<file path="config.mk">
export PLATFORM = sky130hd
export DESIGN_NAME = spi_nvmem_target
export DESIGN_NICKNAME = d
export VERILOG_FILES = /design/src/rtl/sermem_pkg.sv /design/src/rtl/sermem_front.sv /design/src/rtl/sermem_array.sv /design/src/rtl/sermem_core.sv /design/src/rtl/spi_nvmem_target.sv
export SDC_FILE = /design/constraint.sdc
export NUM_CORES = 2
export LEC_CHECK = 0
export BUFFER_PORTS_ARGS = -buffer_cell sky130_fd_sc_hd__buf_2
export CAP_MARGIN = 20
export CELL_PAD_IN_SITES_DETAIL_PLACEMENT = 2
export CELL_PAD_IN_SITES_GLOBAL_PLACEMENT = 2
export CORE_MARGIN = 2
export CORE_UTILIZATION = 30
export CTS_BUF_LIST = sky130_fd_sc_hd__clkbuf_8
export DETAILED_ROUTE_END_ITERATION = 7
export GPL_TIMING_DRIVEN = 0
export PLACE_DENSITY_LB_ADDON = 0.1
export SLEW_MARGIN = 20
export SYNTH_ARGS = -nofsm -noshare
export SYNTH_HDL_FRONTEND = slang
export SYNTH_HIERARCHICAL = 1
export SYNTH_MEMORY_MAX_BITS = 65536
export SYNTH_SLANG_ARGS = --single-unit
export TNS_END_PERCENT = 50
</file>
<file path="constraint.sdc">
create_clock -name clk -period 10.45 [get_ports clk]
set_input_delay 3.135 -clock clk [delete_from_list [all_inputs] [get_ports clk]]
set_output_delay 3.135 -clock clk [all_outputs]
set_load 0.02 [all_outputs]
</file>
<file path="src/rtl/sermem_pkg.sv">
package sermem_pkg;
  localparam logic [7:0] CMD_WREN  = 8'h06;
  localparam logic [7:0] CMD_WRDI  = 8'h04;
  localparam logic [7:0] CMD_RDSR  = 8'h05;
  localparam logic [7:0] CMD_WRSR  = 8'h01;
  localparam logic [7:0] CMD_READ  = 8'h03;
  localparam logic [7:0] CMD_WRITE = 8'h02;
  localparam int         HI_ADDR_BIT = 3;
  localparam int         KEEP_W   = 3;
  localparam int         KEEP_LSB = 2;

  typedef enum logic [2:0] {
    XS_CMD,
    XS_ADDR,
    XS_WDATA,
    XS_RDATA,
    XS_SWR,
    XS_SRD,
    XS_IDLE
  } xfer_st_t;
endpackage

</file>
<file path="src/rtl/sermem_front.sv">
module sermem_front #(
  parameter int SYNC_N = 2
) (
  input  logic clk,
  input  logic rst,
  input  logic sck,
  input  logic cs_n,
  input  logic hold_n,
  input  logic si,
  input  logic wp_n,
  output logic sck_rise,
  output logic sck_fall,
  output logic sel_begin,
  output logic sel_end,
  output logic desel,
  output logic held,
  output logic si_s,
  output logic wp_s,
  output logic hold_err
);
  localparam int PIN_N = 5;
  localparam logic [PIN_N-1:0] PIN_IDLE = 5'b10110; // {wp, si, hold, cs, sck}

  logic [PIN_N-1:0] pipe [SYNC_N];
  logic sck_s, cs_s, hold_s;
  logic sck_p, hold_p, desel_q, hold_q, err_q;

  always_ff @(posedge clk) begin
    if (rst) begin
      for (int i = 0; i < SYNC_N; i++) pipe[i] <= PIN_IDLE;
    end else begin
      pipe[0] <= {wp_n, si, hold_n, cs_n, sck};
      for (int i = 1; i < SYNC_N; i++) pipe[i] <= pipe[i-1];
    end
  end

  assign {wp_s, si_s, hold_s, cs_s, sck_s} = pipe[SYNC_N-1];

  always_ff @(posedge clk) begin
    if (rst) begin
      sck_p   <= 1'b0;
      hold_p  <= 1'b1;
      desel_q <= 1'b1;
      hold_q  <= 1'b0;
      err_q   <= 1'b0;
    end else begin
      sck_p  <= sck_s;
      hold_p <= hold_s;
      err_q  <= 1'b0;
      if (!hold_q) desel_q <= cs_s;
      if (desel_q) begin
        hold_q <= 1'b0;
      end else if (hold_s != hold_p) begin
        if (!sck_s) hold_q <= !hold_s;
        else        err_q  <= 1'b1;
      end
    end
  end

  assign sck_rise  = sck_s && !sck_p && !desel_q && !hold_q;
  assign sck_fall  = !sck_s && sck_p && !desel_q && !hold_q;
  assign sel_begin = desel_q && !cs_s && !hold_q;
  assign sel_end   = !desel_q && cs_s && !hold_q;
  assign desel     = desel_q;
  assign held      = hold_q;
  assign hold_err  = err_q;

  a_r9_err_keeps_hold: assert property (@(posedge clk) disable iff (rst)
    err_q |-> $stable(hold_q));
  a_r8_cs_frozen: assert property (@(posedge clk) disable iff (rst)
    hold_q |=> $stable(desel_q));
endmodule

</file>
<file path="src/rtl/sermem_array.sv">
module sermem_array #(
  parameter int ADDR_W = 9,
  parameter int DATA_W = 8
) (
  input  logic              clk,
  input  logic              we,
  input  logic [ADDR_W-1:0] addr,
  input  logic [DATA_W-1:0] wdata,
  output logic [DATA_W-1:0] rdata
);
  localparam int DEPTH = 1 << ADDR_W;

  logic [DATA_W-1:0] cells [DEPTH];

  always_ff @(posedge clk) begin
    if (we) cells[addr] <= wdata;
    rdata <= cells[addr];
  end
endmodule

</file>
<file path="src/rtl/sermem_core.sv">
module sermem_core
  import sermem_pkg::*;
#(
  parameter int ADDR_W = 9
) (
  input  logic              clk,
  input  logic              rst,
  input  logic              sck_rise,
  input  logic              sck_fall,
  input  logic              sel_begin,
  input  logic              sel_end,
  input  logic              desel,
  input  logic              held,
  input  logic              si_s,
  input  logic              wp_s,
  input  logic [7:0]        rdata,
  output logic              mem_we,
  output logic [ADDR_W-1:0] mem_addr,
  output logic [7:0]        mem_wdata,
  output logic              so,
  output logic              so_oe
);
  localparam logic [7:0] HI_MASK = 8'(1 << HI_ADDR_BIT);

  xfer_st_t          st;
  logic [2:0]        bcnt;
  logic [6:0]        ish, osh;
  logic [ADDR_W-1:0] addr;
  logic              rd_mode, wel, wel_drop;
  logic [KEEP_W-1:0] keep;
  logic              so_q, oe_q, so_oe_q;

  logic [7:0] byte_in, sr_byte, src, cmd_lo;
  logic       byte_done, out_phase;

  assign byte_in   = {ish, si_s};
  assign byte_done = sck_rise && (bcnt == 3'd7);
  assign cmd_lo    = byte_in & ~HI_MASK;
  assign out_phase = (st == XS_RDATA) || (st == XS_SRD);

  always_comb begin
    sr_byte = '0;
    sr_byte[KEEP_LSB +: KEEP_W] = keep;
    sr_byte[1] = wel;
  end

  assign src       = (st == XS_SRD) ? sr_byte : rdata;
  assign mem_we    = byte_done && (st == XS_WDATA) && wel && wp_s;
  assign mem_addr  = addr;
  assign mem_wdata = byte_in;

  always_ff @(posedge clk) begin
    if (rst) begin
      st       <= XS_IDLE;
      bcnt     <= '0;
      ish      <= '0;
      osh      <= '0;
      addr     <= '0;
      rd_mode  <= 1'b0;
      wel      <= 1'b0;
      wel_drop <= 1'b0;
      keep     <= '0;
      so_q     <= 1'b0;
      oe_q     <= 1'b0;
      so_oe_q  <= 1'b0;
    end else begin
      so_oe_q <= oe_q && !held && !desel;
      if (sel_begin) begin
        st       <= XS_CMD;
        bcnt     <= '0;
        oe_q     <= 1'b0;
        wel_drop <= 1'b0;
      end else if (sel_end) begin
        st       <= XS_IDLE;
        oe_q     <= 1'b0;
        wel_drop <= 1'b0;
        if (wel_drop) wel <= 1'b0;
      end else begin
        if (sck_rise) begin
          ish  <= {ish[5:0], si_s};
          bcnt <= bcnt + 3'd1;
        end
        if (byte_done) begin
          case (st)
            XS_CMD: begin
              if (byte_in == CMD_WREN) begin
                wel <= 1'b1;
                st  <= XS_IDLE;
              end else if (byte_in == CMD_WRDI) begin
                wel_drop <= 1'b1;
                st       <= XS_IDLE;
              end else if (byte_in == CMD_RDSR) begin
                st <= XS_SRD;
              end else if (byte_in == CMD_WRSR) begin
                st <= XS_SWR;
              end else if (cmd_lo == CMD_READ || cmd_lo == CMD_WRITE) begin
                addr[ADDR_W-1] <= byte_in[HI_ADDR_BIT];
                rd_mode        <= (cmd_lo == CMD_READ);
                st             <= XS_ADDR;
              end else begin
                st <= XS_IDLE;
              end
            end
            XS_ADDR: begin
              addr[7:0] <= byte_in;
              st        <= rd_mode ? XS_RDATA : XS_WDATA;
            end
            XS_WDATA: begin
              addr     <= addr + 1'b1;
              wel_drop <= 1'b1;
            end
            XS_RDATA: addr <= addr + 1'b1;
            XS_SWR: begin
              if (wel && wp_s) keep <= byte_in[KEEP_LSB +: KEEP_W];
              wel_drop <= 1'b1;
              st       <= XS_IDLE;
            end
            default: ;
          endcase
        end
        if (sck_fall && out_phase) begin
          oe_q <= 1'b1;
          if (bcnt == 3'd0) begin
            so_q <= src[7];
            osh  <= src[6:0];
          end else begin
            so_q <= osh[6];
            osh  <= {osh[5:0], 1'b0};
          end
        end
      end
    end
  end

  assign so    = so_q;
  assign so_oe = so_oe_q;

  a_r2_so_after_fall: assert property (@(posedge clk) disable iff (rst)
    (so_q != $past(so_q)) |-> $past(sck_fall));
  a_r8_state_frozen: assert property (@(posedge clk) disable iff (rst)
    held |=> ($stable(addr) && $stable(bcnt) && $stable(st)));
  a_r3_addr_wraps: assert property (@(posedge clk) disable iff (rst)
    (byte_done && (st == XS_RDATA || st == XS_WDATA) && !sel_begin && !sel_end)
      |=> (addr == $past(addr) + 1'b1));
  a_r7_keep_protected: assert property (@(posedge clk) disable iff (rst)
    !wp_s |=> $stable(keep));
  a_r5_keep_needs_wel: assert property (@(posedge clk) disable iff (rst)
    !wel |=> $stable(keep));
  a_r10_oe_off_deselected: assert property (@(posedge clk) disable iff (rst)
    desel |=> !so_oe_q);
endmodule

</file>
<file path="src/rtl/spi_nvmem_target.sv">
module spi_nvmem_target #(
  parameter int ADDR_W = 9,
  parameter int SYNC_N = 2
) (
  input  logic clk,
  input  logic rst,
  input  logic sck,
  input  logic cs_n,
  input  logic hold_n,
  input  logic si,
  input  logic wp_n,
  output logic so,
  output logic so_oe,
  output logic hold_err
);
  logic sck_rise, sck_fall, sel_begin, sel_end, desel, held, si_s, wp_s;
  logic mem_we;
  logic [ADDR_W-1:0] mem_addr;
  logic [7:0] mem_wdata, mem_rdata;

  sermem_front #(.SYNC_N(SYNC_N)) front_i (
    .clk(clk), .rst(rst), .sck(sck), .cs_n(cs_n), .hold_n(hold_n),
    .si(si), .wp_n(wp_n), .sck_rise(sck_rise), .sck_fall(sck_fall),
    .sel_begin(sel_begin), .sel_end(sel_end), .desel(desel), .held(held),
    .si_s(si_s), .wp_s(wp_s), .hold_err(hold_err)
  );

  sermem_core #(.ADDR_W(ADDR_W)) core_i (
    .clk(clk), .rst(rst), .sck_rise(sck_rise), .sck_fall(sck_fall),
    .sel_begin(sel_begin), .sel_end(sel_end), .desel(desel), .held(held),
    .si_s(si_s), .wp_s(wp_s), .rdata(mem_rdata), .mem_we(mem_we),
    .mem_addr(mem_addr), .mem_wdata(mem_wdata), .so(so), .so_oe(so_oe)
  );

  sermem_array #(.ADDR_W(ADDR_W), .DATA_W(8)) array_i (
    .clk(clk), .we(mem_we), .addr(mem_addr), .wdata(mem_wdata),
    .rdata(mem_rdata)
  );
endmodule

</file>
==> flow_summary.json <==
{
  "p_per_area_nw_per_um2": 173,
  "dp_hpwl_mm": 622,
  "synth.distinct_cells": 80,
  "clk_path_buf_depth": 4,
  "drive_above_1_share": 0.262,
  "cp.arrival_ns": 9.89,
  "vias": 99100,
  "reg2reg_depth": 12,
  "grt_max_degree": 109,
  "cts_post_setup_buffers_inserted": 0,
  "clock-sinks": 4157,
  "slew_viol_final": 0,
  "areaGrowthSynthToFinish_pct": 17.1,
  "ff_latch_area_sq_um": 124000,
  "die_w_um": 736,
  "overflow": 0,
  "finalCritPeriodShare": 0.848,
  "multi_input_area_sq_um": 34500,
  "hp-start": "front_i/pipe[0][4]$_SDFF_PP1_",
  "grt_use_total": 0.320,
  "start_util": 0.301,
  "place.gp.congestion": 0.981,
  "postSynthAreaPerCell_sq_um": 20.5,
  "synth_ff_type": "edfxtp_1",
  "via_per_inst": 5.96,
  "io_buffers": 9,
  "final_cell_area_sq_um": 188000,
  "postSynthCellCount": 7861,
  "holdPathEnd": "front_i/pipe[0][9]$_SDFF_PP1_",
  "crit_chain": "buf_2 > buf_6 > buf_2 > buf_4 > buf_2 > buf_4 > mux2i_1 > o22ai_1 > nor4_1 > a31oi_1 > nor4_1 > nand4_1",
  "path_buf_inv": 6,
  "final_nets": 8832,
  "clk_latency_ns": 1.37,
  "syn_nets": 7872,
  "path_clk_slew_ns": 0.06,
  "critPathCaptureType": "register",
  "synth_seq_cells": 4157,
  "startpoint_type": "register",
  "peakVddDrop_uv": 149,
  "die_y_um": 736,
  "ys_warn_count": 6,
  "cts_tree": "done",
  "max-slew-margin-rel": 0.0856,
  "crit_slowest_cell": "nor4_1",
  "required_ns": 11.47,
  "grt_pass1_vias": 96000,
  "p_total_mw": 32.6,
  "drtAntennaViolNets": 0,
  "grt_pass1_wl_mm": 1100,
  "slowest_delay_ns": 1.20,
  "dr.pass1.iters": 6,
  "numCtsBuffers": 737,
  "place_area_sq_um": 175000,
  "worst-setup-path-type": "reg -> reg",
  "root_buffer": "clkbuf_8",
  "hold_slack_ns": 0.422,
  "fin_tns_setup_ns": 0,
  "synthArstFlopShare": 0,
  "tightest_slew_ns": 1.37,
  "r2r_setup_slack_ns": 1.59,
  "status": "finished clean",
  "leakage_nw": 58.6,
  "drv_cap": 0,
  "rsz0062_at_grt": "no",
  "dieArea_sq_um": 542000,
  "wire_per_inst_um": 53.3,
  "r2r_end": "array_i/rdata[0]$_DFF_P_",
  "finalHoldViolCount": 0,
  "placementRows": 269,
  "core_area_sq_um": 535000,
  "setup_viol": 0,
  "r2r_start": "core_i/mem_addr[1]$_SDFFE_PP0P_",
  "fin_util": 0.352,
  "cpMostUsedCell": "buf_2",
  "fill_cells": 51800,
  "antenna_found_initial": 186,
  "finalClockSkew_ns": 0.102,
  "wl_mm": 886,
  "postCtsHoldBufs": 0,
  "drcViolationCount": 0,
  "maxClockFrequency_mhz": 113,
  "critPathTopFamily": "buffers and inverters",
  "first_iter_violations": 17200,
  "synth-edff-count": 4096,
  "critPathMaxFanout": 11,
  "cts_resized": 0,
  "hold_path_depth": 1,
  "htreeDepth": 6,
  "ios": 10,
  "ys_seq_area_frac": 0.772,
  "syn_area_sq_um": 161000,
  "fin_crit_ns": 8.86,
  "hold_path_class": "reg -> reg"
}
==> cell type report <==
class                           count  area share
Clock inverter                    562      0.0150
Buffer                            502      0.0160
Multi-Input combinational cell   3190       0.183
Antenna cell                       54    0.000717
Sequential cell                  4157       0.659
Clock buffer                      755      0.0551
Tap cell                         7181      0.0477
Inverter                           12    0.000239
Timing Repair Buffer              221      0.0232
==> logic make-up after synthesis <==
family / Yosys count / share of synthesized area
and+or+nand+nor: 1088 / 0.0315
muxes: 1283 / 0.143
DFF: 4157 / 0.772
adders and majority gates: 4 / 0.000311
buffers and inverters: 514 / 0.0165
xor gates and xnor gates: 3 / 0.000163
AOI/OAI and AO/OA: 812 / 0.0362
==> stage by stage <==
stage / cells / worst slack [ns]
4_1_cts: 16600 / 2.01
3_5_place_dp: 15300 / 2.04
3_3_place_gp: 15100 / -8.63
5_1_grt: 16600 / 2.18
6_report: 16600 / 1.59
2_1_floorplan: 7861 / 2.30
==> worst max path at each step <==
stage                                               start                              to  cells after the start
final                     core_i/mem_addr[1]$_SDFFE_PP0P_        array_i/rdata[0]$_DFF_P_                     12
after global routing      core_i/mem_addr[1]$_SDFFE_PP0P_        array_i/rdata[0]$_DFF_P_                     12
after CTS                 core_i/mem_addr[1]$_SDFFE_PP0P_        array_i/rdata[0]$_DFF_P_                     12
after detailed placement  core_i/mem_addr[1]$_SDFFE_PP0P_        array_i/rdata[0]$_DFF_P_                     12
after global placement         core_i/ish[2]$_SDFFE_PP0P_  array_i/cells[72][3]$_DFFE_PP_                      0
after floorplan                core_i/ish[1]$_SDFFE_PP0P_   array_i/cells[0][2]$_DFFE_PP_                      0
==> cell usage in the layout, fill, tap and decap left out, types with 50 or more instances in the layout <==
cell / synthesis / routed
edfxtp_1: 4096 / 4096
mux4_2: 816 / 816
clkbuf_8: 0 / 755
nor2_1: 582 / 542
mux2i_1: 448 / 448
inv_1: 11 / 246
clkinv_1: 0 / 189
a22oi_1: 180 / 179
buf_4: 57 / 159
nand2_1: 144 / 143
buf_2: 183 / 133
o22ai_1: 119 / 119
clkbuf_1: 205 / 106
a21oi_1: 92 / 91
a221oi_1: 92 / 86
buf_16: 0 / 83
clkbuf_2: 1 / 81
buf_12: 3 / 80
clkinv_2: 0 / 75
a31oi_1: 79 / 67
diode_2: 0 / 54
nand3_1: 55 / 54
dfxtp_1: 61 / 54
nand4_1: 50 / 50
==> worst register-to-register path, delay by kind of cell (launching register included) <==
kind,cells,cell delay (ns)
multiplexers,1,0.27
AO/OA/AOI/OAI,2,0.72
buffers and inverters,6,4.36
flip-flops,1,0.41
AND/OR/NAND/NOR,3,2.74
==> power by group <==
part	switching (mW)	internal, mW	leakage, nW
Combinational	0.0438	0.0116	12.2
Clock	7.47	6.97	7.63
Sequential	0.00240	18.1	38.8
==> cells in the mapped netlist (all sizes together) (79+ instances only) <==
cell type,count,area (sq um)
a21oi,92,460
a221oi,93,821
a22oi,181,1360
a31oi,79,494
buf,296,1840
clkbuf,206,774
edfxtp,4096,123000
mux2i,448,4480
mux4,816,18400
nand2,144,541
nor2,582,2180
o22ai,119,744
==> metal layers <==
metal,routed length (um),global-route usage,vias up
li1,-,-,34900
met1,352000,0.432,55800
met2,392000,0.484,6804
met3,88000,0.0737,1584
met4,53900,0.164,32
met5,231,0,-
==> registers in the layout (all words and copies together) (netlist names), 3 cells and up <==
signal,count
array_i/cells,4096
core_i/mem_addr,9
core_i/ish,7
front_i/pipe,10
core_i/st,3
core_i/osh,7
array_i/rdata,8
core_i/keep,3
core_i/bcnt,3
No activity file was read; power rests on OpenSTA's default activity.
